## src/rtl/ufe_pkg.sv

```systemverilog
package ufe_pkg;
    typedef enum logic [1:0] {
        ST_IDLE   = 2'd0,
        ST_ISSUE  = 2'd1,
        ST_DRAIN  = 2'd2,
        ST_FINISH = 2'd3
    } ufe_state_e;
endpackage

```

## src/rtl/ufe_addr_seq.sv

```systemverilog
// Net index counter: cleared on job start, stepped once per issued read.
module ufe_addr_seq #(
    parameter int M  = 64,
    localparam int AW = (M > 1) ? $clog2(M) : 1
) (
    input  logic          clk,
    input  logic          rst_n,
    input  logic          clear,
    input  logic          step,
    output logic [AW-1:0] addr,
    output logic          at_last
);
    always_ff @(posedge clk or negedge rst_n) begin
        if (!rst_n) begin
            addr <= '0;
        end else if (clear) begin
            addr <= '0;
        end else if (step) begin
            addr <= addr + AW'(1);
        end
    end

    assign at_last = (addr == AW'(M - 1));
endmodule

```

## src/rtl/ufe_lat_pipe.sv

```systemverilog
// Delay line that tags returning memory words with a valid and a last-net flag.
module ufe_lat_pipe #(
    parameter int RD_LAT = 2
) (
    input  logic clk,
    input  logic rst_n,
    input  logic in_vld,
    input  logic in_last,
    output logic out_vld,
    output logic out_last
);
    logic [RD_LAT-1:0] vld_q;
    logic [RD_LAT-1:0] last_q;

    always_ff @(posedge clk or negedge rst_n) begin
        if (!rst_n) begin
            vld_q[0]  <= 1'b0;
            last_q[0] <= 1'b0;
        end else begin
            vld_q[0]  <= in_vld;
            last_q[0] <= in_vld & in_last;
        end
    end

    for (genvar g = 1; g < RD_LAT; g++) begin : g_stage
        always_ff @(posedge clk or negedge rst_n) begin
            if (!rst_n) begin
                vld_q[g]  <= 1'b0;
                last_q[g] <= 1'b0;
            end else begin
                vld_q[g]  <= vld_q[g-1];
                last_q[g] <= last_q[g-1];
            end
        end
    end

    assign out_vld  = vld_q[RD_LAT-1];
    assign out_last = last_q[RD_LAT-1];
endmodule

```

## src/rtl/ufe_net_judge.sv

```systemverilog
// Decides whether one net is non-empty and lies wholly on one side.
module ufe_net_judge #(
    parameter int N = 32
) (
    input  logic [N-1:0] mask,
    input  logic [N-1:0] vec,
    output logic         uncut
);
    logic [N-1:0] on_one;

    always_comb begin
        on_one = mask & vec;
        uncut  = (|mask) && ((on_one == '0) || (on_one == mask));
    end
endmodule

```

## src/rtl/ufe_top.sv

```systemverilog
module ufe_top
    import ufe_pkg::*;
#(
    parameter int N      = 32,
    parameter int M      = 64,
    parameter int RD_LAT = 2,
    localparam int AW    = (M > 1) ? $clog2(M) : 1,
    localparam int FW    = $clog2(M + 1)
) (
    input  logic          clk,
    input  logic          rst_n,
    input  logic          start,
    input  logic [N-1:0]  part_vec,
    output logic          rom_rd_en,
    output logic [AW-1:0] rom_addr,
    input  logic [N-1:0]  rom_data,
    output logic          busy,
    output logic          done,
    output logic [FW-1:0] fitness
);
    ufe_state_e state_q, state_d;

    logic [N-1:0]  vec_q;
    logic [FW-1:0] acc_q;
    logic [FW-1:0] fit_q;
    logic          accept;
    logic          issue;
    logic          at_last;
    logic          ret_vld;
    logic          ret_last;
    logic          net_uncut;

    // state register
    always_ff @(posedge clk or negedge rst_n) begin
        if (!rst_n) state_q <= ST_IDLE;
        else        state_q <= state_d;
    end

    // next state
    always_comb begin
        state_d = state_q;
        unique case (state_q)
            ST_IDLE:   if (start)              state_d = ST_ISSUE;
            ST_ISSUE:  if (at_last)            state_d = ST_DRAIN;
            ST_DRAIN:  if (ret_vld && ret_last) state_d = ST_FINISH;
            ST_FINISH:                         state_d = ST_IDLE;
            default:                           state_d = ST_IDLE;
        endcase
    end

    // outputs decoded from state
    always_comb begin
        accept    = 1'b0;
        issue     = 1'b0;
        busy      = 1'b1;
        done      = 1'b0;
        unique case (state_q)
            ST_IDLE:   begin busy = 1'b0; accept = start; end
            ST_ISSUE:  issue = 1'b1;
            ST_DRAIN:  ;
            ST_FINISH: done = 1'b1;
            default:   busy = 1'b0;
        endcase
        rom_rd_en = issue;
        fitness   = fit_q;
    end

    ufe_addr_seq #(.M(M)) u_addr (
        .clk     (clk),
        .rst_n   (rst_n),
        .clear   (accept),
        .step    (issue),
        .addr    (rom_addr),
        .at_last (at_last)
    );

    ufe_lat_pipe #(.RD_LAT(RD_LAT)) u_pipe (
        .clk      (clk),
        .rst_n    (rst_n),
        .in_vld   (issue),
        .in_last  (at_last),
        .out_vld  (ret_vld),
        .out_last (ret_last)
    );

    ufe_net_judge #(.N(N)) u_judge (
        .mask  (rom_data),
        .vec   (vec_q),
        .uncut (net_uncut)
    );

    // datapath: captured vector, running count, published result
    always_ff @(posedge clk or negedge rst_n) begin
        if (!rst_n) begin
            vec_q <= '0;
            acc_q <= '0;
            fit_q <= '0;
        end else begin
            if (accept) begin
                vec_q <= part_vec;
                acc_q <= '0;
            end else if (ret_vld) begin
                acc_q <= acc_q + FW'(net_uncut);
                if (ret_last) fit_q <= acc_q + FW'(net_uncut);
            end
        end
    end
endmodule

```

## config.mk

```make
export PLATFORM = sky130hd
export DESIGN_NAME = ufe_top
export DESIGN_NICKNAME = d
export VERILOG_FILES = /design/src/rtl/ufe_pkg.sv /design/src/rtl/ufe_addr_seq.sv /design/src/rtl/ufe_lat_pipe.sv /design/src/rtl/ufe_net_judge.sv /design/src/rtl/ufe_top.sv
export SDC_FILE = /design/constraint.sdc
export NUM_CORES = 1
export LEC_CHECK = 0
export ABC_AREA = 0
export BUFFER_PORTS_ARGS = -buffer_cell sky130_fd_sc_hd__buf_4
export CAP_MARGIN = 25
export CORE_ASPECT_RATIO = 0.9
export CORE_UTILIZATION = 47
export CTS_BUF_LIST = sky130_fd_sc_hd__clkbuf_4 sky130_fd_sc_hd__clkbuf_8 sky130_fd_sc_hd__clkbuf_16
export DETAILED_ROUTE_END_ITERATION = 10
export PLACE_DENSITY = 0.76
export SLEW_MARGIN = 0
export SYNTH_ARGS = -nofsm -noshare
export SYNTH_HDL_FRONTEND = slang
export SYNTH_SLANG_ARGS = --single-unit
```

## constraint.sdc

```tcl
create_clock -name clk -period 2.3 [get_ports clk]
set_input_delay 0.23 -clock clk [delete_from_list [all_inputs] [get_ports clk]]
set_output_delay 0.23 -clock clk [all_outputs]
set_load 0.01 [all_outputs]
```

# [After elaboration in Yosys (flattened, before gate mapping)]
# Cells that the tools add are included.
[totals] output_inout_bits=16 romBits=0 latch_bits=0 word_cells=44 input_bits=67 n_memories=0 reg_bits=58 ramBits=0
[op_classes] bitwise=3 eq_ne=8 n_mux=12 reduce_logical=10 order_cmp=0 multipliers=0 n_div=0 n_shift=0 n_addsub=2
[ops] operator="32-bit bitwise AND" n=1
[ops] operator="32-bit == test" n=1
[ops] operator="32-bit zero test" n=1
[ops] operator="32-bit OR reduction" n=1
[ops] operator="7-bit two-way mux" n=2
[ops] operator="6-bit two-way mux" n=2
[ops] operator="2-bit one-hot mux with 4 select lines" n=1
[ops] operator="7-bit by 1-bit adder with 7-bit output" n=1
[ops] operator="6-bit by 1-bit adder with 6-bit output (second input constant)" n=1
[ops] operator="6-bit == test (second input constant)" n=1
[ops] operator="2-bit two-way mux" n=3
[ops] operator="3-bit AND reduction" n=2
[ops] operator="2-bit == test (second input constant)" n=2
[ops] operator="1-bit two-way mux" n=4
[ops] operator="2-bit inequality test (second input constant)" n=2
[ops] operator="2-bit nonzero test" n=2
[ops] operator="2-bit by 1-bit == test with 1-bit output (second input constant)" n=1
[ops] operator="1-bit logical AND" n=2
[ops] operator="2-bit zero test" n=1
[ops] operator="2-bit by 1-bit inequality test with 1-bit output (second input constant)" n=1
[ops] operator="1-bit bitwise AND" n=1
[ops] operator="1-bit logical OR" n=1
[ops] operator="1-bit inverter" n=1

# [Depth between registers and ports, before layout]
[logic_depth] depth_word=7 mapped_depth=11 mapped_depth_nobuf=11

# [Hierarchy]
# A second synthesis with hierarchy kept.
[unflattened] cells_unflattened=337 area_unflattened_um2=2945.3
[by_module_without_submodules] mod="ufe_top" seq_area_each_um2=1201.2 n_inst=1 area_per_inst_um2=2072.0 cells_per_inst=218
[by_module_without_submodules] mod="ufe_net_judge" seq_area_each_um2=0.0 n_inst=1 area_per_inst_um2=485.5 cells_per_inst=86
[by_module_without_submodules] mod="ufe_addr_seq" seq_area_each_um2=150.1 n_inst=1 area_per_inst_um2=281.5 cells_per_inst=28
[by_module_without_submodules] mod="ufe_lat_pipe" seq_area_each_um2=100.1 n_inst=1 area_per_inst_um2=106.4 cells_per_inst=5

# [Worst setup path after synthesis]
# No wires, ideal clock.
[synth_timing] path_kind="reg2reg" start="register vec_q[18]" end="register fit_q[6], in the netlist fitness[6]" synth_period_minus_slack_ns=2.289 path_buffers=0 stages_incl_launch_ff=11 required_time_ns=2.223 slack_ns=0.011 arrival_ns=2.211 setup_time_ns=0.077 cell_sequence="dfrtp_1 > a22oi_2 > nand4_1 > or4_1 > a21oi_1 > ha_1 > ha_1 > and3_1 > nand3_1 > xor2_1 > a21oi_1"
[synth_between] elab_chain_cells=5 word_cells_on_any_way=6 cone_classes="add/sub (1); eq/ne (1); bitwise (1); reduce/logical (3)"
[synth_lines] element="start: declaration" line="ufe_top.sv:23" rtl="logic [N-1:0] vec_q;"
[synth_lines] element="start signal: assignment" line="ufe_top.sv:100" rtl="vec_q <= part_vec;"
[synth_lines] element="32-bit bitwise AND *" line="ufe_net_judge.sv:12" rtl="on_one = mask & vec;"
[synth_lines] element="32-bit == test or 32-bit zero test (tied branches)" line="ufe_net_judge.sv:13" rtl="uncut = (|mask) && ((on_one == '0) || (on_one == mask));"
[synth_lines] element="1-bit logical OR *" line="ufe_net_judge.sv:13"
[synth_lines] element="1-bit logical AND *" line="ufe_net_judge.sv:13"
[synth_lines] element="7-bit by 1-bit adder with 7-bit output *" line="ufe_top.sv:104" rtl="if (ret_last) fit_q <= acc_q + FW'(net_uncut);"
[synth_lines] element="end signal: assignment" line="ufe_top.sv:104"
[synth_lines] element="end: declaration" line="ufe_top.sv:25" rtl="logic [FW-1:0] fit_q;"
# Mark *: on every way between the ends. The rest lies on a longest branch, timed or not.
# A chain may end at the register's enable or synchronous reset.

# [Worst setup path in the final report]
[layout_timing] start="register vec_q[10]" end="register fit_q[6], in the netlist fitness[6]"
# The elaborated chain is that of the path after synthesis.

==> metrics.txt <==
status finished, violations left; failing checks negative setup slack; initial antenna violation count 0; Final Skew 0.00536 ns; Fmax 406 MHz; CP endpoint kind flop; setup ws final -0.165 ns; drt via density roughly 5.3; distinct cell type count after synthesis 25; setup tns final -0.835 ns; post-route ant nets 0; Worst EP arrival roughly 2.7 ns; Post-route DRC 0; post-synth top area cell dfrtp_1; synthesized cell area 2870 um^2; register area share after synthesis 50.7%; hpwl dp 6340 um; PD cells a little over 1000 nW/um^2; Final Hold Violating Endpoints 0; Startpoint Class flop; area of placed instances between 4000 and 5000 um^2; Worst slew margin 50.4%; clock buffer depth 2; Fin Hold WS approximately 0.12 ns; Vert. Die Dim about 76 um; Die Width ~84 um; Clk Latency, worst-skew pair 0.34 ns; Routed WL 8270 um; post-route cell area 4330 um^2; DR pass1 iterations 4; core area 5790 um^2; layout cell share with drive strength beyond 1 51.6%; I/O pins between 80 and 90; n_diodes 0; largest net degree at the start of global routing 59; total chip power 4.44 mW; crit path kind flop to flop; routability cong. ~0.97; Starting Density 49.5%; Area growth syn-to-layout 51.3%; Global Route Usage Sum 28.3%; Ys Warns 0; die area 6410 um^2; top cell type's share of synthesized area 50.7%; Post-Synthesis Cells 265; Avg Cell Area, Syn 10.8 um^2; CTS clock-pin slew for the worst setup and hold paths 0.07 ns; unrepaired setup endpoints after global routing true; Worst Max-Slew Pin Slew 0.744 ns; Initial DRC Count between 150 and 200; Slew Limit Fails 0; FP Rows 26; vias in the first global route 2697; number of port buffers 82; CTS tree built; Leak 2.15 nW; Nets 489; CP max FO 4; gr ovfl total 0; mean routed wirelength per cell 16.9 um; Vias between 2000 and 3000; final setup fails 9; register bit total from synthesis 58; Final Core Density 74.8%; Root Buffer clkbuf_8; CTS Buf Count 9; CTS H-tree lvls 3; min Tclk post-route 2.46 ns; class of the worst hold path input port to flop; WP data required 2.57 ns; ranking of synthesized cells by area dfrtp_1 51%, mux2_2 14%, inv_1 4.6%; VDD IR max ~0.0008 V; Tcrit/Tclk final 107%; Net Count, Synth 340; worst reg-to-reg setup slack -0.16 ns; first-pass GRT wire length 13600 um; Max Cap Viol 0; clk sinks 58
## stage by stage
step / instances / setup WS (ns)
2_1_floorplan: 265 / 0.0113
3_3_place_gp: 472 / -0.227
3_5_place_dp: 472 / -0.361
4_1_cts: 489 / -0.145
5_1_grt: 489 / -0.235
6_report: 489 / -0.165
## Yosys cell counts (all sizes together)
library cell	instances
and2	1
nand3	3
clkbuf	2
mux2i	3
inv	35
nand4	11
buf	7
xor2	10
a22oi	16
nand2	8
xnor2	4
dfrtp	58
ha	8
or3	1
o21ai	3
nor2	20
o22ai	16
nor4	12
or4	1
mux2	35
o32a	1
and3	2
a21oi	8
## logic make-up after synthesis
family	synth area share [%]
adder cells (fa/ha/maj)	3.49
flip-flops	50.7
AO/OA/AOI/OAI	10.3
AND/OR/NAND/NOR	10.3
multiplexers	14.8
buffers and inverters	6.11
XOR/XNOR	4.28
## metal layers
layer / wire length [um] / up-vias / track usage [%]
met1: 3850 / 1235 / 39.8
met3: 505 / 24 / 8.02
met4: 216 / 0 / 10.9
li1: - / 1240 / -
met2: 3700 / 86 / 41.6
met5: 0 / - / 0
## area by class of cell
cell class	count	area, um^2
Sequential cell	58	1450
Clock inverter	5	77.6
Multi-Input combinational cell	163	1340
Fill cell	393	1460
Tap cell	70	87.6
Timing Repair Buffer	147	1110
Inverter	35	131
Clock buffer	11	145
## where the power goes
part / total [mW] / internal, mW / switching, mW
combinational: 1.72 / 1.03 / 0.689
clock: 1.05 / 0.647 / 0.404
sequential: 1.67 / 1.38 / 0.294
## critical path, cell delays in order (launching register included)
cell,delay [ns]
dfrtp_1,0.40
a22oi_2,0.24
nand4_1,0.13
or4_4,0.55
a21oi_4,0.20
ha_4,0.17
ha_4,0.13
and3_4,0.19
nand3_2,0.10
xor2_2,0.17
a21oi_2,0.11
## timing repair
item                                    4_1_cts  5_1_grt
endpoints found under the setup margin       12       10
buffers inserted                              0        1
cloned                                        0        0
pin swaps                                    13       10
gates resized for setup                      12        7
endpoints found under the hold margin        58        0
hold buffers                                  1        0
## worst paths after layout
kind,cells after the start,from,end
hold reg to reg,0,u_pipe.vld_q[0],u_pipe.out_vld
max in group asynchronous,2,rst_n,u_addr.addr[5]
hold / removal,2,part_vec[28],vec_q[28]
setup / recovery,10,vec_q[10],fitness[6]
min in group asynchronous,2,rst_n,vec_q[25]
setup reg to reg,10,vec_q[10],fitness[6]
## flip-flops by register name (all words and copies together) (netlist names)
| signal | count |
|---|---|
| u_pipe.out_last | 1 |
| u_pipe.out_vld | 1 |
| acc_q | 7 |
| u_pipe.last_q | 1 |
| fitness | 7 |
| u_addr.addr | 6 |
| state_q | 2 |
| u_pipe.vld_q | 1 |
| vec_q | 32 |
## cells in the final DEF, fill, tap and decap left out
cell / count
buf_4: 146
dfrtp_1: 58
inv_1: 35
mux2_2: 35
nor2_1: 20
o22ai_1: 16
nor4_1: 12
nand4_1: 11
clkbuf_8: 10
xor2_1: 9
a22oi_2: 8
a22oi_1: 8
nand2_1: 7
a21oi_1: 6
ha_1: 6
xnor2_1: 4
mux2i_1: 3
o21ai_0: 3
nand3_1: 2
ha_4: 2
clkinv_2: 2
bufinv_16: 2
or4_4: 1
a21oi_4: 1
and2_2: 1
and3_2: 1
and3_4: 1
o32a_1: 1
nand3_2: 1
xor2_2: 1
a21oi_2: 1
or3_1: 1
nand2_2: 1
clkinvlp_4: 1
clkbuf_4: 1
dlygate4sd3_1: 1
No activity file was read; power rests on OpenSTA's default activity.
